## src/rtl/spi_mst_pkg.sv

```systemverilog
package spi_mst_pkg;
  localparam int DATA_W = 16;
  localparam int LEN_W  = 5;
  localparam int EC_W   = LEN_W + 1;
  localparam int LEN_MIN = 4;
  localparam int LEN_MAX = DATA_W;

  typedef struct packed {
    logic             cpol;
    logic             cpha;
    logic [LEN_W-1:0] len;
  } slv_mode_t;

  typedef enum logic [1:0] {
    ST_IDLE  = 2'd0,
    ST_MODE  = 2'd1,
    ST_SHIFT = 2'd2
  } eng_st_t;
endpackage

```

## src/rtl/spi_mode_table.sv

```systemverilog
module spi_mode_table
  import spi_mst_pkg::*;
#(
  parameter int N_SLV = 4,
  parameter int IDX_W = 2
) (
  input  logic             clk_i,
  input  logic             rst_ni,
  input  logic             we_i,
  input  logic [IDX_W-1:0] widx_i,
  input  logic             cpol_i,
  input  logic             cpha_i,
  input  logic [LEN_W-1:0] len_i,
  input  logic [IDX_W-1:0] ridx_i,
  output slv_mode_t        mode_o
);
  slv_mode_t             wr_mode;
  slv_mode_t [N_SLV-1:0] tbl_q;

  // clamp length into the legal range on write
  always_comb begin
    wr_mode.cpol = cpol_i;
    wr_mode.cpha = cpha_i;
    if (len_i < LEN_W'(LEN_MIN))      wr_mode.len = LEN_W'(LEN_MIN);
    else if (len_i > LEN_W'(LEN_MAX)) wr_mode.len = LEN_W'(LEN_MAX);
    else                              wr_mode.len = len_i;
  end

  for (genvar g = 0; g < N_SLV; g++) begin : g_slot
    always_ff @(posedge clk_i or negedge rst_ni) begin
      if (!rst_ni) begin
        tbl_q[g] <= '{cpol: 1'b0, cpha: 1'b0, len: LEN_W'(8)};
      end else if (we_i && widx_i == IDX_W'(g)) begin
        tbl_q[g] <= wr_mode;
      end
    end
  end

  always_comb begin
    mode_o = tbl_q[0];
    for (int i = 0; i < N_SLV; i++) begin
      if (ridx_i == IDX_W'(i)) mode_o = tbl_q[i];
    end
  end

  p_len_range_r7: assert property (@(posedge clk_i) disable iff (!rst_ni)
    (mode_o.len >= LEN_W'(LEN_MIN)) && (mode_o.len <= LEN_W'(LEN_MAX)));
endmodule

```

## src/rtl/spi_clk_div.sv

```systemverilog
module spi_clk_div #(
  parameter int CLK_HALF = 2
) (
  input  logic clk_i,
  input  logic rst_ni,
  input  logic run_i,
  output logic tick_o
);
  localparam int CNT_W = (CLK_HALF > 1) ? $clog2(CLK_HALF) : 1;
  localparam logic [CNT_W-1:0] CNT_TOP = CNT_W'(CLK_HALF - 1);

  logic [CNT_W-1:0] cnt_q;

  assign tick_o = run_i && (cnt_q == CNT_TOP);

  always_ff @(posedge clk_i or negedge rst_ni) begin
    if (!rst_ni)     cnt_q <= '0;
    else if (!run_i) cnt_q <= '0;
    else if (tick_o) cnt_q <= '0;
    else             cnt_q <= cnt_q + 1'b1;
  end

  if (CLK_HALF > 1) begin : g_gap
    p_tick_gap_r8: assert property (@(posedge clk_i) disable iff (!rst_ni)
      tick_o |=> !tick_o);
  end
endmodule

```

## src/rtl/spi_shift_eng.sv

```systemverilog
module spi_shift_eng
  import spi_mst_pkg::*;
#(
  parameter int N_SLV = 4,
  parameter int IDX_W = 2
) (
  input  logic              clk_i,
  input  logic              rst_ni,
  input  logic              start_i,
  input  logic [IDX_W-1:0]  idx_i,
  input  logic [DATA_W-1:0] tx_i,
  input  slv_mode_t         mode_i,
  input  logic              tick_i,
  output logic              run_o,
  output logic              busy_o,
  output logic              done_o,
  output logic [DATA_W-1:0] rx_o,
  output logic              sclk_o,
  output logic              mosi_o,
  output logic [N_SLV-1:0]  ss_no,
  input  logic              miso_i
);
  eng_st_t           st_q;
  logic [IDX_W-1:0]  idx_q;
  slv_mode_t         mode_q;
  logic [DATA_W-1:0] tx_sr, rx_sr, rx_q;
  logic [EC_W-1:0]   edge_cnt;
  logic              sclk_q, mosi_q, done_q;
  logic [N_SLV-1:0]  ss_q;
  logic              lead, samp, last;

  assign lead = !edge_cnt[0];           // next edge is odd numbered
  assign samp = lead ^ mode_q.cpha;
  assign last = edge_cnt == {mode_q.len, 1'b0};

  always_ff @(posedge clk_i or negedge rst_ni) begin
    if (!rst_ni) begin
      st_q     <= ST_IDLE;
      idx_q    <= '0;
      mode_q   <= '0;
      tx_sr    <= '0;
      rx_sr    <= '0;
      rx_q     <= '0;
      edge_cnt <= '0;
      sclk_q   <= 1'b0;
      mosi_q   <= 1'b0;
      done_q   <= 1'b0;
      ss_q     <= '1;
    end else begin
      done_q <= 1'b0;
      unique case (st_q)
        ST_IDLE: if (start_i) begin
          idx_q    <= idx_i;
          mode_q   <= mode_i;
          tx_sr    <= tx_i << (LEN_W'(DATA_W) - mode_i.len);
          rx_sr    <= '0;
          edge_cnt <= '0;
          sclk_q   <= mode_i.cpol;  // new idle level while deselected
          mosi_q   <= 1'b0;
          st_q     <= ST_MODE;
        end
        ST_MODE: begin
          ss_q <= ~(N_SLV'(1) << idx_q);
          if (!mode_q.cpha) begin
            mosi_q <= tx_sr[DATA_W-1];
            tx_sr  <= tx_sr << 1;
          end
          st_q <= ST_SHIFT;
        end
        ST_SHIFT: if (tick_i) begin
          if (last) begin
            ss_q   <= '1;
            mosi_q <= 1'b0;
            rx_q   <= rx_sr;
            done_q <= 1'b1;
            st_q   <= ST_IDLE;
          end else begin
            sclk_q   <= ~sclk_q;
            edge_cnt <= edge_cnt + 1'b1;
            if (samp) begin
              rx_sr <= {rx_sr[DATA_W-2:0], miso_i};
            end else begin
              mosi_q <= tx_sr[DATA_W-1];
              tx_sr  <= tx_sr << 1;
            end
          end
        end
        default: st_q <= ST_IDLE;
      endcase
    end
  end

  assign run_o  = st_q == ST_SHIFT;
  assign busy_o = st_q != ST_IDLE;
  assign done_o = done_q;
  assign rx_o   = rx_q;
  assign sclk_o = sclk_q;
  assign mosi_o = mosi_q;
  assign ss_no  = ss_q;

  p_one_sel_r2: assert property (@(posedge clk_i) disable iff (!rst_ni)
    $countones(~ss_q) <= 1);
  p_sel_hold_r2: assert property (@(posedge clk_i) disable iff (!rst_ni)
    (!(&$past(ss_q)) && !(&ss_q)) |-> (ss_q == $past(ss_q)));
  p_idle_at_sel_r4: assert property (@(posedge clk_i) disable iff (!rst_ni)
    ((&$past(ss_q)) && !(&ss_q)) |-> (sclk_q == mode_q.cpol));
  p_idle_at_rel_r4: assert property (@(posedge clk_i) disable iff (!rst_ni)
    (!(&$past(ss_q)) && (&ss_q)) |-> (sclk_q == mode_q.cpol));
  p_edge_bound_r4: assert property (@(posedge clk_i) disable iff (!rst_ni)
    edge_cnt <= {mode_q.len, 1'b0});
  p_done_clean_r9: assert property (@(posedge clk_i) disable iff (!rst_ni)
    done_q |-> ((&ss_q) && !busy_o));
  p_ignore_busy_r9: assert property (@(posedge clk_i) disable iff (!rst_ni)
    (busy_o && start_i) |=> $stable(idx_q));
endmodule

```

## src/rtl/spi_multi_master.sv

```systemverilog
module spi_multi_master
  import spi_mst_pkg::*;
#(
  parameter int N_SLV    = 4,
  parameter int CLK_HALF = 2,
  localparam int IDX_W   = (N_SLV > 1) ? $clog2(N_SLV) : 1
) (
  input  logic              clk_i,
  input  logic              rst_ni,
  input  logic              cfg_we_i,
  input  logic [IDX_W-1:0]  cfg_idx_i,
  input  logic              cfg_cpol_i,
  input  logic              cfg_cpha_i,
  input  logic [LEN_W-1:0]  cfg_len_i,
  input  logic              req_i,
  input  logic [IDX_W-1:0]  req_idx_i,
  input  logic [DATA_W-1:0] req_data_i,
  output logic              busy_o,
  output logic              done_o,
  output logic [DATA_W-1:0] rx_data_o,
  output logic              sclk_o,
  output logic              mosi_o,
  output logic [N_SLV-1:0]  ss_no,
  input  logic              miso_i
);
  slv_mode_t req_mode;
  logic      run, tick;

  spi_mode_table #(.N_SLV(N_SLV), .IDX_W(IDX_W)) i_tbl (
    .clk_i  (clk_i),
    .rst_ni (rst_ni),
    .we_i   (cfg_we_i),
    .widx_i (cfg_idx_i),
    .cpol_i (cfg_cpol_i),
    .cpha_i (cfg_cpha_i),
    .len_i  (cfg_len_i),
    .ridx_i (req_idx_i),
    .mode_o (req_mode)
  );

  spi_clk_div #(.CLK_HALF(CLK_HALF)) i_div (
    .clk_i  (clk_i),
    .rst_ni (rst_ni),
    .run_i  (run),
    .tick_o (tick)
  );

  spi_shift_eng #(.N_SLV(N_SLV), .IDX_W(IDX_W)) i_eng (
    .clk_i   (clk_i),
    .rst_ni  (rst_ni),
    .start_i (req_i),
    .idx_i   (req_idx_i),
    .tx_i    (req_data_i),
    .mode_i  (req_mode),
    .tick_i  (tick),
    .run_o   (run),
    .busy_o  (busy_o),
    .done_o  (done_o),
    .rx_o    (rx_data_o),
    .sclk_o  (sclk_o),
    .mosi_o  (mosi_o),
    .ss_no   (ss_no),
    .miso_i  (miso_i)
  );
endmodule

```

## config.mk

```make
export PLATFORM = sky130hd
export DESIGN_NAME = spi_multi_master
export DESIGN_NICKNAME = d
export VERILOG_FILES = /design/src/rtl/spi_mst_pkg.sv /design/src/rtl/spi_mode_table.sv /design/src/rtl/spi_clk_div.sv /design/src/rtl/spi_shift_eng.sv /design/src/rtl/spi_multi_master.sv
export SDC_FILE = /design/constraint.sdc
export NUM_CORES = 1
export LEC_CHECK = 0
export BUFFER_PORTS_ARGS = -buffer_cell sky130_fd_sc_hd__buf_2
export CAP_MARGIN = 40
export CORE_MARGIN = 2
export CORE_UTILIZATION = 55
export DETAILED_ROUTE_END_ITERATION = 8
export PLACE_DENSITY = 0.75
export SYNTH_ARGS = -nofsm -noshare
export SYNTH_HDL_FRONTEND = slang
export SYNTH_SLANG_ARGS = --single-unit
```

## constraint.sdc

```tcl
create_clock -name clk_i -period 2.8 [get_ports clk_i]
set_clock_uncertainty 0.2 [all_clocks]
set_input_delay 0.14 -clock clk_i [delete_from_list [all_inputs] [get_ports clk_i]]
set_output_delay 0.14 -clock clk_i [all_outputs]
set_load 0.05 [all_outputs]
```

=== Yosys cells after proc, flatten, opt, wreduce, memory -nomap -nowiden ===
Cells that the tools add are included.
Widths: inputs -> output; s select.

* Register bits: 100
* Input port bits: 32
* Output and inout bits: 24
* Logic and storage cells: 114

* Add/sub/neg operators: 3
* Magnitude comparators: 2
* Eq/ne operators: 17
* Shifts and indexed selects: 2
* Mux-type cells: 42
* Bitwise logic cells: 3
* Reduce and logical (&&, ||, !) cells: 20

{| class="wikitable"
|+ Operators by type and width
! kind !! number
|-
| $mux 16 || 9
|-
| $pmux 16 s3 || 1
|-
| $pmux 16 s2 || 1
|-
| $mux 7 || 3
|-
| $mux 6 || 3
|-
| $shl 16x5->16 || 1
|-
| $mux 1 || 13
|-
| $pmux 6 s2 || 1
|-
| $eq 2x2->1 const B || 5
|-
| $mux 5 || 2
|-
| $ne 2x2->1 const B || 5
|-
| $reduce_and 5->1 || 2
|-
| $reduce_and 3->1 || 3
|-
| $mux 4 || 2
|-
| $pmux 4 s2 || 1
|-
| $add 6x1->6 const B || 1
|-
| $eq 2x1->1 const B || 3
|-
| $eq 6x6->1 || 1
|-
| $mux 2 || 3
|-
| $pmux 2 s3 || 1
|-
| $reduce_and 6->1 || 1
|-
| $reduce_bool 2->1 || 3
|-
| $gt 5x5->1 const B || 1
|-
| $logic_and 1x1->1 || 5
|-
| 16 further kinds || 18
|}

=== Longest topological paths before layout ===
* Depth after elaboration: 8
* Gate-level depth with buffers: 11

=== Modules after synthesis ===
From an unflattened synthesis, not the netlist that was laid out.

* Cells, all modules: 454
* Area total of the unflattened synthesis: 5102.4 µm²

{| class="wikitable"
|+ Modules (own cells, without submodules)
! module !! times used !! cells an instance !! area each (µm²) !! seq. area each (µm²)
|-
| spi_shift_eng || 1 || 356 || 3817.4 || 1781.7
|-
| spi_mode_table || 1 || 95 || 1243.7 || 705.7
|-
| spi_clk_div || 1 || 3 || 41.3 || 25.0
|}

=== Worst setup path after synthesis ===
OpenSTA, ideal clock, no wires.

* Path kind: reg2reg
* Start point: reg i_eng.st_q[0]
* End point: reg i_eng.tx_sr[15]
* Setup time: 0.120 ns
* Arrival time: 2.140 ns
* Required time: 2.480 ns
* Slack: 0.339 ns
* Stages on the path, launching flop included: 12
* Buffers on the path: 2
* Path through: dfrtp_1 > inv_1 > ha_1 > nand2b_1 > inv_1 > nor3_1 > and3_1 > and2_1 > clkbuf_1 > clkbuf_1 > a21oi_1 > a31o_2

* Cells in the longest elaborated chain, start to end: 4
* Elaborated cells between the ends (all ways): 12
* Those cells by class: eq/ne (7); mux (1); reduce/logical (4)

{| class="wikitable"
|+ Ends and longest elaborated chain
! element !! line !! text
|-
| from (decl) || spi_shift_eng.sv:23 || <nowiki>eng_st_t st_q;</nowiki>
|-
| from (signal assigned) || spi_shift_eng.sv:38 || <nowiki>st_q <= ST_IDLE;</nowiki>
|-
| from (signal assigned) || spi_shift_eng.sv:60 || <nowiki>st_q <= ST_MODE;</nowiki>
|-
| from (signal assigned) || spi_shift_eng.sv:68 || <nowiki>st_q <= ST_SHIFT;</nowiki>
|-
| $eq 2x2->1 || spi_shift_eng.sv:51, spi_shift_eng.sv:93 ||
|-
| $logic_and 1x1->1 || spi_clk_div.sv:14 || <nowiki>assign tick_o = run_i && (cnt_q == CNT_TOP);</nowiki>
|-
| $ne 2x2->1 (no source line) || - ||
|-
| $reduce_and 6->1 (no source line) || - ||
|-
| to (signal assigned) || spi_shift_eng.sv:55 || <nowiki>tx_sr <= tx_i << (LEN_W'(DATA_W) - mode_i.len);</nowiki>
|-
| to (signal assigned) || spi_shift_eng.sv:66 || <nowiki>tx_sr <= tx_sr << 1;</nowiki>
|-
| to (signal assigned) || spi_shift_eng.sv:84 || <nowiki>tx_sr <= tx_sr << 1;</nowiki>
|-
| to (decl) || spi_shift_eng.sv:26 || <nowiki>logic [DATA_W-1:0] tx_sr, rx_sr, rx_q;</nowiki>
|}

Several ways; a longest one is shown, not always the timed one.
A chain may end at the register's enable or synchronous reset.

=== Final worst setup path ===
* Start point: in req_idx_i[1]
* End point: reg i_eng.tx_sr[7]

* Cells in the longest elaborated chain, start to end: 8
* Elaborated cells between the ends (all ways): 10
* Those cells by class: add/sub (1); eq/ne (3); shift (1); mux (5)

{| class="wikitable"
|+ Ends and longest elaborated chain
! element !! line !! text
|-
| from (decl) || spi_multi_master.sv:16 || <nowiki>input logic [IDX_W-1:0] req_idx_i,</nowiki>
|-
| $eq 2x1->1 || spi_mode_table.sv:42 || <nowiki>if (ridx_i == IDX_W'(i)) mode_o = tbl_q[i];</nowiki>
|-
| $mux 7 (2 in series) || spi_mode_table.sv:42 ||
|-
| $mux 7 (*) || spi_mode_table.sv:42 ||
|-
| $sub 5x5->5 (*) || spi_shift_eng.sv:55 ||
|-
| $shl 16x5->16 (*) || spi_shift_eng.sv:55 ||
|-
| $mux 16 (*) || spi_shift_eng.sv:52 || <nowiki>ST_IDLE: if (start_i) begin</nowiki>
|-
| $pmux 16 s3 (*) || spi_shift_eng.sv:51 || <nowiki>unique case (st_q)</nowiki>
|}

Every way passes the cells marked *; elsewhere a longest branch is shown, timed or not. The select of a mux whose other input is x is not followed.

==> key figures <==
Timing
  • Max_slew headroom: 0.469
  • Setup violators final: 0
  • Final min period: between 2 and 3 ns
  • Setup_tns: 0 ns
  • Max Slew Vio Count: 0
  • RSZ-0062 raised after global routing: no
  • Worst-margin pin slew: just under 0.8 ns
  • Max Clk Rate: around 370 MHz
  • Final count of hold timing violations: 0
  • Crit share post-route: 0.959

Yosys
  • Seq/Total Area, Yosys: 0.489
  • Post-synth EDFFs: 0
  • Yosys reg bits: 100
  • Post-synthesis cell type count: 59
  • Yosys warnings: 0
  • Post-synth ARST share: 1.00
  • Mean Syn Cell Area: 11.3 um^2
  • Cells after synthesis: roughly 450
  • Top_reg_cell synth: dfrtp_1
  • Synth Cell Area: about 0.0051 mm^2
  • Synthesized Nets: between 400 and 500

Finish
  • Most frequent cells in the layout: dfrtp_1 (92), buf_2 (54), nand2_1 (53)
  • # fillers: between 700 and 800
  • Final Non-Filler Cells: between 600 and 700
  • Area Overhead vs Synth: 15.4%
  • Diode count: 0
  • Commonest non-fill, non-tap cell in the layout: dfrtp_1
  • Register area: around 0.0025 mm^2
  • Layout Nets: around 560
  • Layout cell share with drive strength beyond 1: 0.296
  • Multi-input logic area: around 0.0025 mm^2

Clock network
  • Worst-skew pair later-pin latency: about 0.37 ns
  • Htree depth: 3
  • CTS tree: built
  • CTS buffer count: 9
  • Clock buffer depth: 2
  • Clock Pin Slew Worst Setup and Hold Paths: approximately 0.10 ns
  • CTS root buf: clkbuf_8
  • Total clock sinks: 100

Die
  • Die Width: between 100 and 150 um
  • Die area: slightly above 0.01 mm^2
  • I/O pin cnt: 56
  • Core area: slightly above 0.009 mm^2
  • Num rows: 35
  • Die height: 101 um
  • Initial Util: 0.561

Hold path
  • Start point of the worst hold path: req_data_i[8]
  • Hold endpoint: i_eng.tx_sr[8]$_DFFE_PN0P_
  • Worst Hold Depth: 3
  • HP Class: input pin to flip-flop

Pwr
  • Comb power frac: 0.433
  • Leak: ~2.8 nW
  • Pwr Density: slightly below 900 mW/mm^2
  • Pint: around 3 mW
  • Switch share: 0.412
  • Clock power share: 0.190
  • Seq pwr share: 0.378
  • Peak supply drop: roughly 0.48 mV
  • Switching Power: about 2.2 mW
  • Tot Pwr: around 5.3 mW

Routing
  • Remaining DRCs: 0
  • Drt pass-1 iters: 5
  • WL/cell: 16.5 um
  • Post-route ant nets: 0
  • Vias post-DR: 3762
  • DRT iter0 DRCs: roughly 260
  • Routed WL: 10600 um
  • Vias per inst: roughly 5.9

Worst setup path
  • Critical Path Fanout Max: 8
  • Reg2Reg Capture Point: i_eng.tx_sr[9]$_DFFE_PN0P_
  • Crit path launch type: input pin
  • CP max stage delay: around 0.53 ns
  • Critical path type: input pin to flip-flop
  • Cells along the critical path: dlygate4sd3_1 -> buf_2 -> mux4_2 -> buf_4 -> nor3_1 -> or3b_2 -> a21o_1 -> or3_1 -> a21oi_1
  • Worst setup EP type: flip-flop
  • Reg2Reg Depth: 6
  • Delay-heaviest family, CP: simple AND/OR/NAND/NOR gates
  • Crit path arrival time: between 2 and 3 ns
  • Reg2Reg Setup Slack: 0.16 ns
  • R2r startpoint: i_tbl.tbl_q[21]$_DFFE_PN0P_
  • Buf+Inv Stages, Crit Path: 3
  • Worst path slowest cell: dlygate4sd3_1
  • Worst path required time: between 2 and 3 ns

Placement
  • RD Place Congestion: between 0.9 and 1
  • Post-Place Cells: slightly above 600
  • Final HPWL DP: around 7600 um
  • IO buf count: 55

Run
  • Max-cap violations: 0

Status
  • Status: finished, final reports clean

Global route
  • Vias in the first global route: roughly 3700
  • Pin count of the biggest net entering global routing: 53
  • GR Util met3: 0.0409
  • GRT Max-Usage Layer: met2
  • Met1 Use GR: 0.331
  • Grt total ovfl: 0
  • Initial antenna violation count: 0
  • Gr usage total: 0.229
  • Met2 usage: 0.353
  • First-pass GRT wire length: between 15000 and 20000 um
==> stage by stage <==
stage / setup slack [ns] / hold WS, ns / util / area, um^2
after global placement: 0.186 / -0.000617 / 0.609 / 5570
after CTS: 0.152 / 0.0272 / 0.648 / 5930
after floorplan: 0.339 / -0.356 / - / 5140
final: 0.116 / 0.0457 / 0.648 / 5930
after global routing: 0.0300 / 0.0405 / 0.648 / 5930
after detailed placement: 0.138 / 0.0160 / 0.609 / 5570
==> power groups by stage <==
stage / clock, mW / combinational (mW) / sequential, mW
after floorplan: 0 / 1.60 / 2.07
after global placement: 0 / 2.20 / 1.99
after detailed placement: 0 / 2.24 / 2.01
after CTS: 1.03 / 2.26 / 1.98
after global routing: 1.09 / 2.53 / 2.03
final: 0.997 / 2.28 / 1.99
==> metal layers <==
layer  up-vias  routed length, um  share of wire
met5         -                  0              0
met2        77               5090           0.48
li1       1797                  -              -
met3        16                383          0.036
met4         0                184          0.017
met1      1872               4920           0.46
==> Yosys cell counts (all sizes together) (9+ instances only) <==
| cell | count | area [um^2] |
|---|---|---|
| a21oi | 14 | 73.8 |
| a22o | 16 | 140 |
| buf | 9 | 60.1 |
| clkbuf | 13 | 50.0 |
| dfrtp | 92 | 2300 |
| inv | 12 | 45.0 |
| mux2 | 36 | 405 |
| mux2i | 34 | 340 |
| mux4 | 11 | 248 |
| nand2 | 54 | 205 |
| nor2 | 33 | 134 |
| o21ai | 28 | 140 |
| xor2 | 11 | 115 |
==> kinds of logic (layout without fill, tap and decap cells) <==
kind of cell / after synthesis / in the layout / synth area share
fa+ha+maj: 7 / 7 / 0.0171
xor+xnor: 13 / 13 / 0.0273
simple gates: 128 / 128 / 0.118
mux: 81 / 81 / 0.193
flops: 100 / 100 / 0.489
buf+inv: 34 / 110 / 0.0302
compound gates: 91 / 91 / 0.124
==> layout make-up <==
class	count	area share
clock inverter	7	0.0169
timing repair buffer	82	0.0908
inverter	12	0.00760
tap	111	0.0234
multi-input combinational	320	0.417
clock buffer	9	0.0209
sequential	100	0.424
==> what timing repair did <==
item / 4_1_cts / 5_1_grt
endpoints found under the hold margin: 79 / 0
setup buffers: 0 / 0
endpoints found under the setup margin: 0 / 3
gates resized for setup: 0 / 1
hold buffers: 13 / 0
==> state kept, by name, indices dropped and copies added, names as in the netlist <==
signal          count
i_eng.edge_cnt      6
i_eng.sclk_o        1
i_eng.mode_q        6
i_tbl.tbl_q        28
i_eng.rx_o         16
i_eng.tx_sr        16
i_eng.done_o        1
i_div.cnt_q         1
i_eng.ss_no         4
i_eng.mosi_o        1
i_eng.idx_q         2
i_eng.rx_sr        16
i_eng.st_q          2
==> worst register-to-register path: stages, from the launching register on <==
cell and delay, ns:
dfrtp_1 0.39, mux4_2 0.61, o31a_1 0.36, nor2_2 0.30, mux2i_1 0.22, o21ai_0 0.11, a221o_1 0.33
==> how the worst max path moves through the flow <==
stage / startpoint / end / cells past startpoint
5_1_grt: req_idx_i[1] / i_eng.tx_sr[6]$_DFFE_PN0P_ / 9
3_5_place_dp: req_idx_i[0] / i_eng.tx_sr[9]$_DFFE_PN0P_ / 7
2_1_floorplan: i_eng.st_q[0]$_DFFE_PN0P_ / i_eng.tx_sr[15]$_DFFE_PN0P_ / 11
4_1_cts: i_eng.st_q[0]$_DFFE_PN0P_ / i_eng.tx_sr[14]$_DFFE_PN0P_ / 9
6_report: req_idx_i[1] / i_eng.tx_sr[7]$_DFFE_PN0P_ / 9
3_3_place_gp: req_idx_i[0] / i_eng.tx_sr[9]$_DFFE_PN0P_ / 7
No activity file was read; power rests on OpenSTA's default activity.
